$ cat config.mk
export PLATFORM = sky130hd
export DESIGN_NAME = msg_doorbell_unit
export DESIGN_NICKNAME = d
export VERILOG_FILES = /design/src/rtl/msg_pkg.sv /design/src/rtl/msg_bus_decode.sv /design/src/rtl/msg_slot.sv /design/src/rtl/msg_doorbell_unit.sv
export SDC_FILE = /design/constraint.sdc
export NUM_CORES = 1
export LEC_CHECK = 0
export BUFFER_PORTS_ARGS = -buffer_cell sky130_fd_sc_hd__buf_2
export CAP_MARGIN = 20
export CORE_ASPECT_RATIO = 1.2
export CORE_MARGIN = 5
export CORE_UTILIZATION = 30
export CTS_CLUSTER_SIZE = 20
export DETAILED_ROUTE_END_ITERATION = 12
export SLEW_MARGIN = 10
export SYNTH_ARGS = -nofsm -noshare
export SYNTH_HDL_FRONTEND = slang
export SYNTH_SLANG_ARGS = --single-unit
$ cat constraint.sdc
create_clock -name clk -period 3.4 [get_ports clk]
set_input_delay 0.51 -clock clk [delete_from_list [all_inputs] [get_ports clk]]
set_output_delay 0.51 -clock clk [all_outputs]
set_load 0.005 [all_outputs]
$ cat src/rtl/msg_pkg.sv
package msg_pkg;
    localparam int NUM_SLOT  = 8;
    localparam int GROUP_SZ  = 4;
    localparam int WORD_ENA  = 8;
    localparam int WORD_ENB  = 9;
    localparam int WORD_STAT = 10;
    localparam int WORD_MASK = 11;

    typedef enum logic {
        SLOT_IDLE = 1'b0,
        SLOT_PEND = 1'b1
    } slot_state_e;

    typedef enum logic [2:0] {
        SEL_NONE,
        SEL_MSG,
        SEL_ENA,
        SEL_ENB,
        SEL_STAT,
        SEL_MASK
    } reg_sel_e;
endpackage

$ cat src/rtl/msg_bus_decode.sv
module msg_bus_decode
    import msg_pkg::*;
#(
    parameter int ADDR_W = 8
) (
    input  logic              bus_sel,
    input  logic [ADDR_W-1:0] bus_addr,
    output reg_sel_e          sel,
    output logic [2:0]        slot_idx
);
    localparam int WORD_W = ADDR_W - 2;

    logic [WORD_W-1:0] word;

    assign word     = bus_addr[ADDR_W-1:2];
    assign slot_idx = bus_addr[4:2];

    always_comb begin
        sel = SEL_NONE;
        if (bus_sel && bus_addr[1:0] == 2'b00) begin
            if (word < WORD_W'(NUM_SLOT))            sel = SEL_MSG;
            else if (word == WORD_W'(WORD_ENA))     sel = SEL_ENA;
            else if (word == WORD_W'(WORD_ENB))     sel = SEL_ENB;
            else if (word == WORD_W'(WORD_STAT))    sel = SEL_STAT;
            else if (word == WORD_W'(WORD_MASK))    sel = SEL_MASK;
            else                                    sel = SEL_NONE;
        end
    end
endmodule

$ cat src/rtl/msg_slot.sv
module msg_slot
    import msg_pkg::*;
#(
    parameter int DATA_W = 32
) (
    input  logic              clk,
    input  logic              rst_n,
    input  logic              wr_hit,
    input  logic              rd_hit,
    input  logic              clr_hit,
    input  logic              armed,
    input  logic              mask_nxt,
    input  logic [DATA_W-1:0] wdata,
    output logic [DATA_W-1:0] msg,
    output logic              pend,
    output logic              irq
);
    slot_state_e state_q, state_d;
    logic        mask_q;
    logic        arm_wr;

    assign arm_wr = wr_hit && armed;

    always_comb begin
        state_d = state_q;
        unique case (state_q)
            SLOT_IDLE: if (arm_wr) state_d = SLOT_PEND;
            SLOT_PEND: if (!arm_wr && (rd_hit || clr_hit)) state_d = SLOT_IDLE;
            default:   state_d = SLOT_IDLE;
        endcase
    end

    always_ff @(posedge clk) begin
        if (!rst_n) state_q <= SLOT_IDLE;
        else        state_q <= state_d;
    end

    always_ff @(posedge clk) begin
        if (!rst_n) begin
            msg    <= '0;
            irq    <= 1'b0;
            mask_q <= 1'b0;
        end else begin
            if (wr_hit) msg <= wdata;
            irq    <= (state_d == SLOT_PEND) && !mask_nxt;
            mask_q <= mask_nxt;
        end
    end

    assign pend = (state_q == SLOT_PEND);

    p_armed_write_pends_r2: assert property (@(posedge clk) disable iff (!rst_n)
        arm_wr |=> pend);
    p_disarmed_write_idle_r5: assert property (@(posedge clk) disable iff (!rst_n)
        (!pend && wr_hit && !armed) |=> !pend);
    p_read_retires_r3: assert property (@(posedge clk) disable iff (!rst_n)
        (pend && (rd_hit || clr_hit) && !arm_wr) |=> !pend);
    p_irq_follows_mask_r6: assert property (@(posedge clk) disable iff (!rst_n)
        irq == (pend && !mask_q));
    p_data_held_r1: assert property (@(posedge clk) disable iff (!rst_n)
        !wr_hit |=> $stable(msg));
endmodule

$ cat src/rtl/msg_doorbell_unit.sv
module msg_doorbell_unit
    import msg_pkg::*;
#(
    parameter int ADDR_W = 8,
    parameter int DATA_W = 32
) (
    input  logic              clk,
    input  logic              rst_n,
    input  logic              bus_sel,
    input  logic              bus_wr,
    input  logic [ADDR_W-1:0] bus_addr,
    input  logic [DATA_W-1:0] bus_wdata,
    output logic [DATA_W-1:0] bus_rdata,
    output logic [NUM_SLOT-1:0] irq
);
    localparam int TOP_BIT = DATA_W - 1;

    reg_sel_e            sel;
    logic [2:0]          slot_idx;
    logic [NUM_SLOT-1:0] arm_q, mask_q, mask_d, pend;
    logic [NUM_SLOT-1:0] wr_hit, rd_hit, clr_hit;
    logic [DATA_W-1:0]   msg [NUM_SLOT];

    msg_bus_decode #(.ADDR_W(ADDR_W)) u_dec (
        .bus_sel (bus_sel),
        .bus_addr(bus_addr),
        .sel     (sel),
        .slot_idx(slot_idx)
    );

    assign mask_d = (sel == SEL_MASK && bus_wr) ? bus_wdata[NUM_SLOT-1:0] : mask_q;

    always_ff @(posedge clk) begin
        if (!rst_n) begin
            arm_q  <= '0;
            mask_q <= '0;
        end else begin
            mask_q <= mask_d;
            for (int k = 0; k < GROUP_SZ; k++) begin
                if (sel == SEL_ENA && bus_wr) arm_q[k]          <= bus_wdata[TOP_BIT-k];
                if (sel == SEL_ENB && bus_wr) arm_q[GROUP_SZ+k] <= bus_wdata[TOP_BIT-k];
            end
        end
    end

    for (genvar n = 0; n < NUM_SLOT; n++) begin : g_slot
        assign wr_hit[n]  = (sel == SEL_MSG) && bus_wr && (slot_idx == 3'(n));
        assign rd_hit[n]  = (sel == SEL_MSG) && !bus_wr && (slot_idx == 3'(n));
        assign clr_hit[n] = (sel == SEL_STAT) && bus_wr && bus_wdata[n];

        msg_slot #(.DATA_W(DATA_W)) u_slot (
            .clk     (clk),
            .rst_n   (rst_n),
            .wr_hit  (wr_hit[n]),
            .rd_hit  (rd_hit[n]),
            .clr_hit (clr_hit[n]),
            .armed   (arm_q[n]),
            .mask_nxt(mask_d[n]),
            .wdata   (bus_wdata),
            .msg     (msg[n]),
            .pend    (pend[n]),
            .irq     (irq[n])
        );
    end

    always_comb begin
        bus_rdata = '0;
        if (!bus_wr) begin
            unique case (sel)
                SEL_MSG:  bus_rdata = msg[slot_idx];
                SEL_ENA:  for (int k = 0; k < GROUP_SZ; k++) bus_rdata[TOP_BIT-k] = arm_q[k];
                SEL_ENB:  for (int k = 0; k < GROUP_SZ; k++) bus_rdata[TOP_BIT-k] = arm_q[GROUP_SZ+k];
                SEL_STAT: bus_rdata[NUM_SLOT-1:0] = pend;
                SEL_MASK: bus_rdata[NUM_SLOT-1:0] = mask_q;
                default:  bus_rdata = '0;
            endcase
        end
    end

    p_stat_read_no_effect_r4: assert property (@(posedge clk) disable iff (!rst_n)
        (sel == SEL_STAT && !bus_wr) |=> pend == $past(pend));
    p_mask_hides_r6: assert property (@(posedge clk) disable iff (!rst_n)
        (irq & mask_q) == '0);
endmodule

# Word-level counts from Yosys, hierarchy flattened
# Cells that the tools add are included.
op_classes:
  n_lt_le_gt_ge: 2
  eq_ne: 16
  n_mux: 38
  bitwise: 9
  reduce_logical: 82
ops:
  columns: ["op", "count"]
  rows:
  - ["$bmux W32 S3", 1]
  - ["$mux W32", 3]
  - ["$logic_and A1 B1 Y1", 55]
  - ["$eq A6 B4 Y1 const B", 4]
  - ["$pmux W8 S3", 1]
  - ["$mux W20", 1]
  - ["$eq A3 B3 Y1 const B", 6]
  - ["$mux W3", 6]
  - ["$logic_not A1 Y1", 17]
  - ["$mux W1", 16]
  - ["$pmux W1 S2", 8]
  - ["$eq A3 B2 Y1 const B", 4]
  - ["$pmux W4 S3", 1]
  - ["$logic_or A1 B1 Y1", 8]
  - ["$mux W8", 1]
  - ["$not A1 Y1", 8]
  - ["$eq A3 B1 Y1 const B", 2]
  - ["$lt A6 B4 Y1 const B", 1]
  - ["$ge A4 B4 Y1 const B", 1]
  - ["$not A3 Y4", 1]
  - ["$logic_not A3 Y1", 1]
  - ["$logic_not A2 Y1", 1]
word_totals:
  ff_bits: 288
  in_bits: 44
  out_inout_bits: 40
  word_cells: 174

# Depth between registers and ports, before layout
# Gate-level depths: netlist (run 1).
logic_depth:
  ltp_word: 16
  depth_mapped: 8
  ltp_nobuf: 4

# Cells and area by module
# A second synthesis (run 1) with hierarchy kept.
hier_totals:
  hier_cells: 1229
  area_unflattened_um2: 13867.0
modules_own_cells:
  columns: ["mod", "n_inst", "cells_per_inst", "area_per_inst_um2", "seq_area_each_um2"]
  rows:
  - ["msg_slot", 8, 110, 1321.3, 680.7]
  - ["msg_doorbell_unit", 1, 338, 3219.3, 320.3]
  - ["msg_bus_decode", 1, 11, 77.6, 0.0]

# Worst setup path before layout (run 1)
# No wires, ideal clock.
synth_path:
  path_kind: "input to output"
  from: "input port bus_addr[2]"
  to: "output port bus_rdata[16]"
  arrival_ns: 2.067
  required_ns: 2.890
  path_slack_ns: 0.823
  path_stages: 7
  path_buffers: 4
  cell_sequence: "buf_2 buf_2 buf_2 buf_1 mux4_2 mux2i_1 nor2_1"
synth_between:
  elab_chain_cells: 10
  word_cells_on_any_way: 18
  classes_between: "order compare: 1; eq/ne: 5; mux: 11; bitwise: 1"
synth_lines:
  columns: ["element", "line", "rtl"]
  rows:
  - ["start, declared", "msg_doorbell_unit.sv:11", "input logic [ADDR_W-1:0] bus_addr,"]
  - ["$eq A6 B4 Y1", "msg_bus_decode.sv:25", "else if (word == WORD_W'(WORD_MASK)) sel = SEL_MASK;"]
  - ["$mux W3", "msg_bus_decode.sv:25", null]
  - ["$mux W3", "msg_bus_decode.sv:24", "else if (word == WORD_W'(WORD_STAT)) sel = SEL_STAT;"]
  - ["$mux W3", "msg_bus_decode.sv:23", "else if (word == WORD_W'(WORD_ENB)) sel = SEL_ENB;"]
  - ["$mux W3", "msg_bus_decode.sv:22", "else if (word == WORD_W'(WORD_ENA)) sel = SEL_ENA;"]
  - ["$mux W3", "msg_bus_decode.sv:21", "if (word < WORD_W'(NUM_SLOT)) sel = SEL_MSG;"]
  - ["$mux W3", "msg_bus_decode.sv:20", "if (bus_sel && bus_addr[1:0] == 2'b00) begin"]
  - ["$eq A3 B1 Y1", "msg_doorbell_unit.sv:69", "unique case (sel)"]
  - ["$mux W20 *", "msg_doorbell_unit.sv:69", null]
  - ["$mux W32 *", "msg_doorbell_unit.sv:68", "if (!bus_wr) begin"]
  - ["end, declared", "msg_doorbell_unit.sv:13", "output logic [DATA_W-1:0] bus_rdata,"]
# Mark *: on every way between the ends. The rest lies on a longest branch, timed or not. The select of a mux whose other input is x is not followed.

# Final worst setup path (run 1)
layout_path:
  from: "input port bus_addr[4]"
  to: "output port bus_rdata[2]"
layout_between:
  elab_chain_cells: 10
  word_cells_on_any_way: 20
  classes_between: "order compare: 1; eq/ne: 7; mux: 11; bitwise: 1"
layout_lines:
  columns: ["element", "line"]
  rows:
  - ["$eq A6 B4 Y1", "msg_bus_decode.sv:25"]
  - ["$mux W3", "msg_bus_decode.sv:25"]
  - ["$mux W3", "msg_bus_decode.sv:24"]
  - ["$mux W3", "msg_bus_decode.sv:23"]
  - ["$mux W3", "msg_bus_decode.sv:22"]
  - ["$mux W3", "msg_bus_decode.sv:21"]
  - ["$mux W3", "msg_bus_decode.sv:20"]
  - ["$eq A3 B3 Y1 or $eq A3 B1 Y1 (tied branches)", "msg_doorbell_unit.sv:69"]
  - ["$pmux W8 S3 *", "msg_doorbell_unit.sv:69"]
  - ["$mux W32 *", "msg_doorbell_unit.sv:68"]
# Marks and branches as above.

==> flow_summary.toml, run 1 <==
[grt]
antenna_found_initial = 3
grt_usage_pct = 15.1
grt_pass1_wl_mm = 57.8
grt_start_max_net_pins = 220
grt_pass1_vias = 10088
grt.overflow.total = 0

[finish]
nNetsFinal = 1449
fin_area_sq_um = 15000
layout-drive-gt1-share_pct = 20.2
syn_to_final_growth_pct = 16.3
fillerInstances = 4320

[run_status]
run_status = "finished, final reports clean"

[job]
drv_cap = 0

[synth]
ys_seq_elements = 288
synthArstFlopShare_pct = 0
syn_inst = 1384
syn_area_sq_um = 12900
yosys_warnings = 0
syn_area_per_cell_sq_um = 9.35
synth_fp_nets = 1428
synth_cell_types = 45
synth_edf_count = 0
ys.flop_type = "dfxtp_1"
ys_seq_area_share_pct = 44.6

[route]
met1_length_mm = 17.0
post-route-drc-count = 0
num_vias = 10412
first_pass_iters = 5
routed.top_layer = "met5"
drt-total-wl_mm = 37.1
vias_per_cell = 5.25
drt_iter0_drc = 777
post_drt_wl_per_cell_um = 18.7
drtAntennaViolNets = 0
dr_wl_met3_mm = 2.13
dr_wl_met2_mm = 17.0

[timing]
fin_ws_ns = 0.481
min_period_over_period_pct = 85.9
rsz0062_at_grt = "false"
setup_viol_count_final = 0
tightest_slew_ns = 0.892
drv_slew = 0
max_freq_mhz = 343
timing.setup.tns_ns = 0
min_period_ns = 2.92
slew-limit-headroom_pct = 40.5
hold_violations = 0
final.setup_skew_ns = 0.00507

[setup_path]
end_kind = "output port"
cp_max_fo = 28
cp.arrival_ns = 2.41
required_ns = 2.89
crit_path_start_kind = "input pin"
path_class = "input pin to output port"

[clocking]
cts_hold_buffers = 0
cts_max_level = 1
clockRootBuffer = "clkbuf_16"
numCtsBuffers = 30
cts_tree = "yes"
post_cts_buffers = 0
clkSinkCount = 288
clockBufferDepth = 3
clk_latency_ns = 0.55
clkTransAtPathRegs_ns = 0.06
post_cts_resized = 0

[floorplanning]
fp.dieH_um = 238
core_sq_um = 42800
row_count = 83
start_util_pct = 30.2
io_pins = 84
die_w_um = 200
die-area_sq_um = 47400

[placement]
io_buffer_count = 83
place_congestion = 0.813
post_dp_cell_area_sq_um = 13900
dp_hpwl_mm = 22.4
place_ws_ns = 0.505

[hold_path]
hold_class = "input pin to flip-flop"

[power]
max-vdd-ir-drop_v = 0.000453
powerDensity_nw_per_um2 = 498
power.leakage_uw = 0.00520
==> path summary, 6_finish.rpt <==
check,startpoint,endpoint,slack [ns],depth (start not counted)
min,bus_wdata[15],g_slot[5].u_slot.msg[15],0.25,3
min reg2reg,g_slot[5].u_slot.msg[27],g_slot[5].u_slot.msg[27],0.45,2
max,bus_addr[4],bus_rdata[2],0.48,6
max reg2reg,arm_q[5],g_slot[5].u_slot.irq,2.34,2
==> area by class of cell <==
| class | count | area, sq um | share of cell area, % |
|---|---|---|---|
| antenna | 2 | 5.00 | 0.0333 |
| clock buffer | 38 | 842 | 5.60 |
| clock inverter | 17 | 293 | 1.95 |
| inverter | 10 | 37.5 | 0.249 |
| multi-input combinational | 950 | 6570 | 43.7 |
| sequential | 288 | 5770 | 38.3 |
| tap | 552 | 691 | 4.59 |
| timing repair buffer | 125 | 845 | 5.61 |
==> where the power goes <==
group	internal [uW]	switching, uW	total [uW]
logic	119	234	352
clock network	2350	1410	3760
registers	3380	1.16	3380
total	5850	1640	7490
==> worst max-delay path: stages <==
cell	delay, ns
buf_2	0.56
buf_4	0.40
mux4_2	0.35
mux2i_1	0.30
o22ai_1	0.12
buf_2	0.14
==> Yosys cell counts (2+ instances only) <==
| library cell | instances | area [sq um] |
|---|---|---|
| nor4_2 | 3 | 37.5 |
| buf_6 | 5 | 56.3 |
| a2111oi_4 | 2 | 55.1 |
| nand4_1 | 6 | 37.5 |
| nor2b_1 | 11 | 68.8 |
| or3_1 | 3 | 18.8 |
| nand2b_1 | 2 | 12.5 |
| mux2i_1 | 52 | 521 |
| o21ai_0 | 168 | 841 |
| a221oi_1 | 8 | 70.1 |
| buf_1 | 20 | 75.1 |
| a21boi_1 | 11 | 82.6 |
| buf_2 | 19 | 95.1 |
| nor2_1 | 34 | 128 |
| buf_4 | 14 | 105 |
| nand4_2 | 4 | 50.1 |
| a41oi_1 | 3 | 26.3 |
| a31oi_1 | 3 | 18.8 |
| a2111o_1 | 2 | 22.5 |
| mux4_2 | 64 | 1440 |
| nand2_1 | 236 | 886 |
| nand2_2 | 4 | 25.0 |
| inv_1 | 10 | 37.5 |
| nand3_1 | 177 | 886 |
| clkbuf_1 | 78 | 293 |
| a21boi_0 | 91 | 683 |
| o21a_1 | 5 | 37.5 |
| and2_1 | 6 | 37.5 |
| a21boi_2 | 29 | 327 |
| dfxtp_1 | 288 | 5770 |
| o22ai_1 | 12 | 75.1 |
==> through the flow <==
step	instances	total power, uW	util (%)	hold slack, ns
after detailed placement	1925	3800	32.5	0.443
after global routing	1980	7700	35.2	0.247
after CTS	1980	7540	35.2	0.223
after floorplan	1384	3670	-	0.432
after global placement	1925	3800	32.5	0.438
final	1982	7490	35.2	0.250
==> cells by family (layout without fill, tap and decap cells) <==
logic type / Yosys count / after routing / share of synthesized area, %
AOI/OAI and AO/OA: 337 / 337 / 17.5
buffers and inverters: 146 / 190 / 5.12
DFF: 288 / 288 / 44.6
muxes: 116 / 116 / 15.2
other: 0 / 2 / 0
and+or+nand+nor: 497 / 497 / 17.6
==> layer usage <==
metal / track usage (%) / vias to the layer above
li1: - / 4980
met1: 21.1 / 5071
met2: 24.4 / 300
met3: 2.28 / 59
met4: 3.97 / 2
met5: 0 / -
==> cells in the final DEF, fill, tap and decap left out, types with 4 or more instances in the layout <==
cell,instances
dfxtp_1,288
nand2_1,236
nand3_1,177
o21ai_0,168
a21boi_0,91
buf_2,80
mux4_2,64
mux2i_1,52
buf_4,36
nor2_1,33
clkbuf_16,31
a21boi_2,29
o22ai_1,12
a21boi_1,11
nor2b_1,11
inv_1,10
a221oi_1,8
bufinv_16,8
buf_12,8
and2_1,6
nand4_1,6
clkinv_2,6
o21a_1,5
clkbuf_8,5
nand2_2,4
nand4_4,4
==> sequential cells by signal, indices dropped and copies added (netlist names) <==
name / count
g_slot.u_slot.pend: 8
arm_q: 8
mask_q: 8
g_slot.u_slot.msg: 256
g_slot.u_slot.irq: 8
No activity file was read; power rests on OpenSTA's default activity.
==> run 2, diff against run 1 <==
Settings changed: GPL_TIMING_DRIVEN set to 0, PLACE_DENSITY set to 0.51.
==> run 2 against run 1 <==
Net effect:
- routed wire length increased by 20%
- sequential share of layout area decreased by 0.057 points
- die area unchanged
- non-clock buffer count increased by 89
- count of clock-buffer cells in the layout increased by 9
- combinational power increased by 11%
- cell count increased by 4.4%
==> flow_summary.toml, run 2 (synthesis results as in run 1) <==
[run_status]
run_status = "finished, final reports clean"

[setup_path]
reg2reg_depth = 4
slowest_delay_ns = 0.59
required_ns = 2.89
crit_path_cell_trace = "buf_2 -> buf_4 -> buf_4 -> clkbuf_1 -> mux4_2 -> mux2i_1 -> o22ai_1 -> buf_2"
rrSetupSlack_ns = 2.29
end_kind = "output port"
path_class = "input pin to output port"
crit_path_top_delay_cell = "clkbuf_1"
r2r-start = "g_slot[4].u_slot.pend"
cp.arrival_ns = 2.70
crit_path_start_kind = "input pin"
cp_max_fo = 10
r2r_end = "g_slot[4].u_slot.irq"

[route]
first_pass_iters = 5
drt-total-wl_mm = 44.4
num_vias = 10901
post_drt_wl_per_cell_um = 21.5
vias_per_cell = 5.27
drt_iter0_drc = 762
post-route-drc-count = 0
drtAntennaViolNets = 0

[timing]
tightest_slew_ns = 0.982
timing.setup.tns_ns = 0
hold_violations = 0
final.setup_skew_ns = 0.0229
rsz0062_at_grt = "false"
setup_viol_count_final = 0
min_period_ns = 3.21
fin_ws_ns = 0.189
drv_slew = 0
min_period_over_period_pct = 94.4
max_freq_mhz = 311
slew-limit-headroom_pct = 34.0

[placement]
post_dp_cell_area_sq_um = 14000
place_congestion = 0.849
place_ws_ns = -0.130
dp_cells = 2013
io_buffer_count = 76
dp_hpwl_mm = 32.0

[hold_path]
min_from = "bus_wdata[26]"
hold_class = "input pin to flip-flop"
whs_endpoint = "g_slot[5].u_slot.msg[26]"
holdPathStages = 3

[finish]
multiInputGateArea_sq_um = 6520
ff_latch_area_sq_um = 5770
n_antenna_cell = 0
finish.utilization_pct = 35.2
layout_common_cells = "dfxtp_1 (288), nand2_1 (236), nand3_1 (177)"
fin_cells = 2069
fillerInstances = 4508
largest_reg_flops = 256
syn_to_final_growth_pct = 16.4
top_register = "g_slot.u_slot.msg"
nNetsFinal = 1539
layout_commonest_cell = "dfxtp_1"
layout-drive-gt1-share_pct = 17.9
fin_area_sq_um = 15100

[grt]
grt.overflow.total = 0
antenna_found_initial = 0
grt_usage_pct = 18.2
grt_pass1_wl_mm = 66.9
grt_start_max_net_pins = 16
grt_pass1_vias = 10894

[clocking]
cts_hold_buffers = 0
clockRootBuffer = "clkbuf_16"
clk_latency_ns = 0.58
numCtsBuffers = 31
clkTransAtPathRegs_ns = 0.06
post_cts_buffers = 0
clkSinkCount = 288
cts_tree = "yes"
cts_max_level = 1
clockBufferDepth = 3

[job]
drv_cap = 0

[power]
power.leakage_uw = 0.00520
powerDensity_nw_per_um2 = 482
max-vdd-ir-drop_v = 0.000398

[floorplanning]
fp.dieH_um = 238
core_sq_um = 42800
die-area_sq_um = 47400
io_pins = 84
start_util_pct = 30.2
die_w_um = 200
row_count = 83
[run 2: cell count changes in the layout (fill, tap and decap cells not counted), moves of 3 or more]
cell       delta
buf_4        -22
bufinv_16     -4
clkbuf_1     +86
buf_6         +5
buf_12        -8
buf_2        +16
clkbuf_2      +3
clkinv_2      -4
nand4_4       -4
nand4_2       +4
buf_1        +17
[run 2: metal layers]
| layer | global-route usage (%) | vias up | wire length (um) |
|---|---|---|---|
| met1 | 24.1 | 5357 | 18600 |
| met4 | 4.82 | 0 | 1020 |
| met3 | 2.41 | 60 | 3130 |
| met5 | 0 | - | 0 |
| met2 | 31.3 | 338 | 21700 |
| li1 | - | 5146 | - |
[run 2: what timing repair did]
item,CTS,global route
gates resized for setup,2,6
pin swaps,0,0
setup endpoints to repair,4,9
[run 2: where the power goes]
part | switching (uW) | internal, uW | total [uW]
Sequential | 1.18 | 3380 | 3380
Combinational | 273 | 118 | 390
Clock | 1410 | 2080 | 3490
[run 2: worst max-delay path: cells and delay by family]
| kind | cells | cell delay [ns] |
|---|---|---|
| buf+inv | 5 | 1.35 |
| mux | 2 | 0.70 |
| compound gates | 1 | 0.13 |
[run 2: area by class of cell]
type | count | share of cell area [%]
inverter | 10 | 0.249
tap | 552 | 4.58
buffer | 136 | 4.19
multi-input combinational | 950 | 43.3
clock inverter | 8 | 0.972
sequential | 288 | 38.3
timing repair buffer | 78 | 2.58
clock buffer | 47 | 5.88
[run 2: worst max path at each step]
stage	end	slack (ns)	from
floorplan	bus_rdata[16]	0.82	bus_addr[2]
global placement	bus_rdata[21]	-0.12	bus_addr[2]
detailed placement	bus_rdata[21]	-0.13	bus_addr[2]
CTS	bus_rdata[21]	0.008	bus_addr[4]
global route	bus_rdata[21]	0.07	bus_addr[2]
finish	bus_rdata[0]	0.19	bus_addr[4]
[run 2: metrics by stage]
step                      power, uW  hold slack [ns]
after floorplan                3670            0.432
after global placement         3840            0.442
after detailed placement       3840            0.446
after CTS                      7330            0.185
after global routing           7470            0.218
final                          7260            0.209
==> run 3, diff against run 2 <==
Settings changed: SYNTH_HIERARCHICAL set to 1.
==> run 3 against run 2 <==
Net effect:
- synthesized cell count is 11% lower
- critical path type unchanged
- global-route usage is 1.8 points lower
- cell count is 4.0% lower
- clock skew is 0.0051 ns lower
- clock power is 2% lower
- routed wire length is 6.1% lower
- largest cell class unchanged
- critical endpoint is now bus_rdata[1]
==> flow_summary.toml, run 3 <==
[run_status]
run_status = "finished, final reports clean"

[placement]
dp_hpwl_mm = 28.6
place_ws_ns = -0.102
place_congestion = 0.792
io_buffer_count = 82
dp_cells = 1929

[power]
powerDensity_nw_per_um2 = 446
total_power_uw = 7210
max-vdd-ir-drop_v = 0.000399
power.leakage_uw = 0.00513

[route]
drtAntennaViolNets = 0
drt-total-wl_mm = 41.7
num_vias = 9301
drt_iter0_drc = 373
post-route-drc-count = 0
vias_per_cell = 4.68
post_drt_wl_per_cell_um = 21.0
first_pass_iters = 5

[setup_path]
cp_max_fo = 8
r2r-start = "g_slot[5].u_slot/pend"
path_class = "input pin to output port"
r2r_end = "g_slot[5].u_slot/irq"
reg2reg_depth = 2
rrSetupSlack_ns = 2.23
crit_path_start_kind = "input pin"
cp.arrival_ns = 2.77
required_ns = 2.89
end_kind = "output port"

[clocking]
clockBufferDepth = 3
clockRootBuffer = "clkbuf_16"
cts_max_level = 1
numCtsBuffers = 31
clkSinkCount = 288
clkTransAtPathRegs_ns = 0.06
clk_latency_ns = 0.58
cts_tree = "yes"

[finish]
layout-drive-gt1-share_pct = 22.0
nNetsFinal = 1394
fin_cells = 1987
multiInputGateArea_sq_um = 7190
syn_to_final_growth_pct = 16.7
ff_latch_area_sq_um = 5770
fillerInstances = 4773
layout_common_cells = "mux2i_1 (290), dfxtp_1 (288), nor2b_1 (264)"
top_register = "g_slot.u_slot/msg"
largest_reg_flops = 256
layout_commonest_cell = "mux2i_1"
n_antenna_cell = 0

[grt]
grt_pass1_wl_mm = 63.2
grt_usage_pct = 16.4
grt.overflow.total = 0
grt_start_max_net_pins = 64
antenna_found_initial = 0
grt_pass1_vias = 9905

[synth]
ys.flop_type = "dfxtp_1"
yosys.area.top_type = "dfxtp_1"
yosys-top-cells-area = "dfxtp_1 (42%), mux2i_1 (21%), nor2b_1 (12%)"
syn_inst = 1229
syn_area_sq_um = 13900
ys_top_cells_by_count = "mux2i_1 (290), dfxtp_1 (288), nor2b_1 (264)"
synthArstFlopShare_pct = 0
synth_fp_nets = 1273
syn_area_per_cell_sq_um = 11.3
ys_seq_elements = 288
synth_cell_types = 47
synth.most_common_cell = "mux2i_1"
ys_seq_area_share_pct = 41.6
synth_top_area_share_pct = 41.6
yosys_warnings = 6
synth_edf_count = 0

[hold_path]
min_from = "bus_wdata[20]"
hold_class = "input pin to flip-flop"
holdPathStages = 3
whs_endpoint = "g_slot[2].u_slot/msg[20]"

[floorplanning]
core_sq_um = 45800
start_util_pct = 30.3
die-area_sq_um = 50600
fp.dieH_um = 246
io_pins = 84
row_count = 86
die_w_um = 206

[timing]
fin_ws_ns = 0.123
setup_viol_count_final = 0
drv_slew = 0
min_period_ns = 3.28
slew-limit-headroom_pct = 49.7
hold_violations = 0
tightest_slew_ns = 0.755
max_freq_mhz = 305
min_period_over_period_pct = 96.4
rsz0062_at_grt = "false"
final.setup_skew_ns = 0.0179
timing.setup.tns_ns = 0

[job]
drv_cap = 0
-- run 3: cell type report --
cell class	count	share of cell area (%)
Clock buffer	46	5.76
Multi-Input combinational cell	844	44.4
Inverter	2	0.0464
Buffer	95	5.84
Sequential cell	288	35.6
Clock inverter	8	0.595
Timing Repair Buffer	88	2.94
Tap cell	616	4.76
-- run 3: per-stage QoR --
step	area, sq um	hold slack, ns	utilization [%]
6_report	16200	0.316	35.3
5_1_grt	16200	0.306	35.3
4_1_cts	16100	0.282	35.2
3_5_place_dp	15100	0.499	32.9
3_3_place_gp	15000	0.490	32.8
2_1_floorplan	13900	0.477	-
-- run 3: report_power, final --
group	internal (uW)	switching, uW	total (uW)	leakage, uW
sequential	3380	1.25	3380	0.00232
combinational	150	252	402	0.00231
clock	2030	1410	3430	0.000508
-- run 3: logic make-up (layout without fill, tap and decap cells) --
kind of cell / count (synthesis) / in the layout / synth area share (%)
AND/OR/NAND/NOR: 404 / 404 / 17.4
AO/OA/AOI/OAI: 80 / 80 / 4.12
buffers and inverters: 97 / 239 / 6.85
flip-flops: 288 / 288 / 41.6
multiplexers: 360 / 360 / 30.0
-- run 3: how the worst max path moves through the flow --
| stage | from | endpoint | slack [ns] | cells after the start |
|---|---|---|---|---|
| after CTS | bus_addr[6] | bus_rdata[22] | 0.04 | 10 |
| after detailed placement | bus_addr[4] | bus_rdata[22] | -0.10 | 10 |
| after global routing | bus_addr[4] | bus_rdata[7] | 0.01 | 8 |
| final | bus_addr[4] | bus_rdata[1] | 0.12 | 8 |
| after floorplan | bus_addr[6] | bus_rdata[1] | 0.24 | 5 |
| after global placement | bus_addr[6] | bus_rdata[18] | -1.01 | 9 |
-- run 3: worst max-delay path: stages --
cell and delay (ns):
buf_2 0.12, or4b_1 0.56, nor4_2 0.17, buf_4 0.22, or3b_2 0.45, clkbuf_1 0.26
o21ai_1 0.31, buf_2 0.17
-- run 3: repair_timing --
action,in CTS,in global routing
hold buffers,0,0
buffers inserted,3,0
setup endpoints to repair,21,10
gates resized for setup,2,5
gates cloned,0,0
-- run 3: routing by layer --
metal / global-route usage, % / share of wire [%]
met1: 21.1 / 45
met2: 28.9 / 50
met3: 1.94 / 3.4
met4: 4.52 / 2.4
met5: 0 / 0
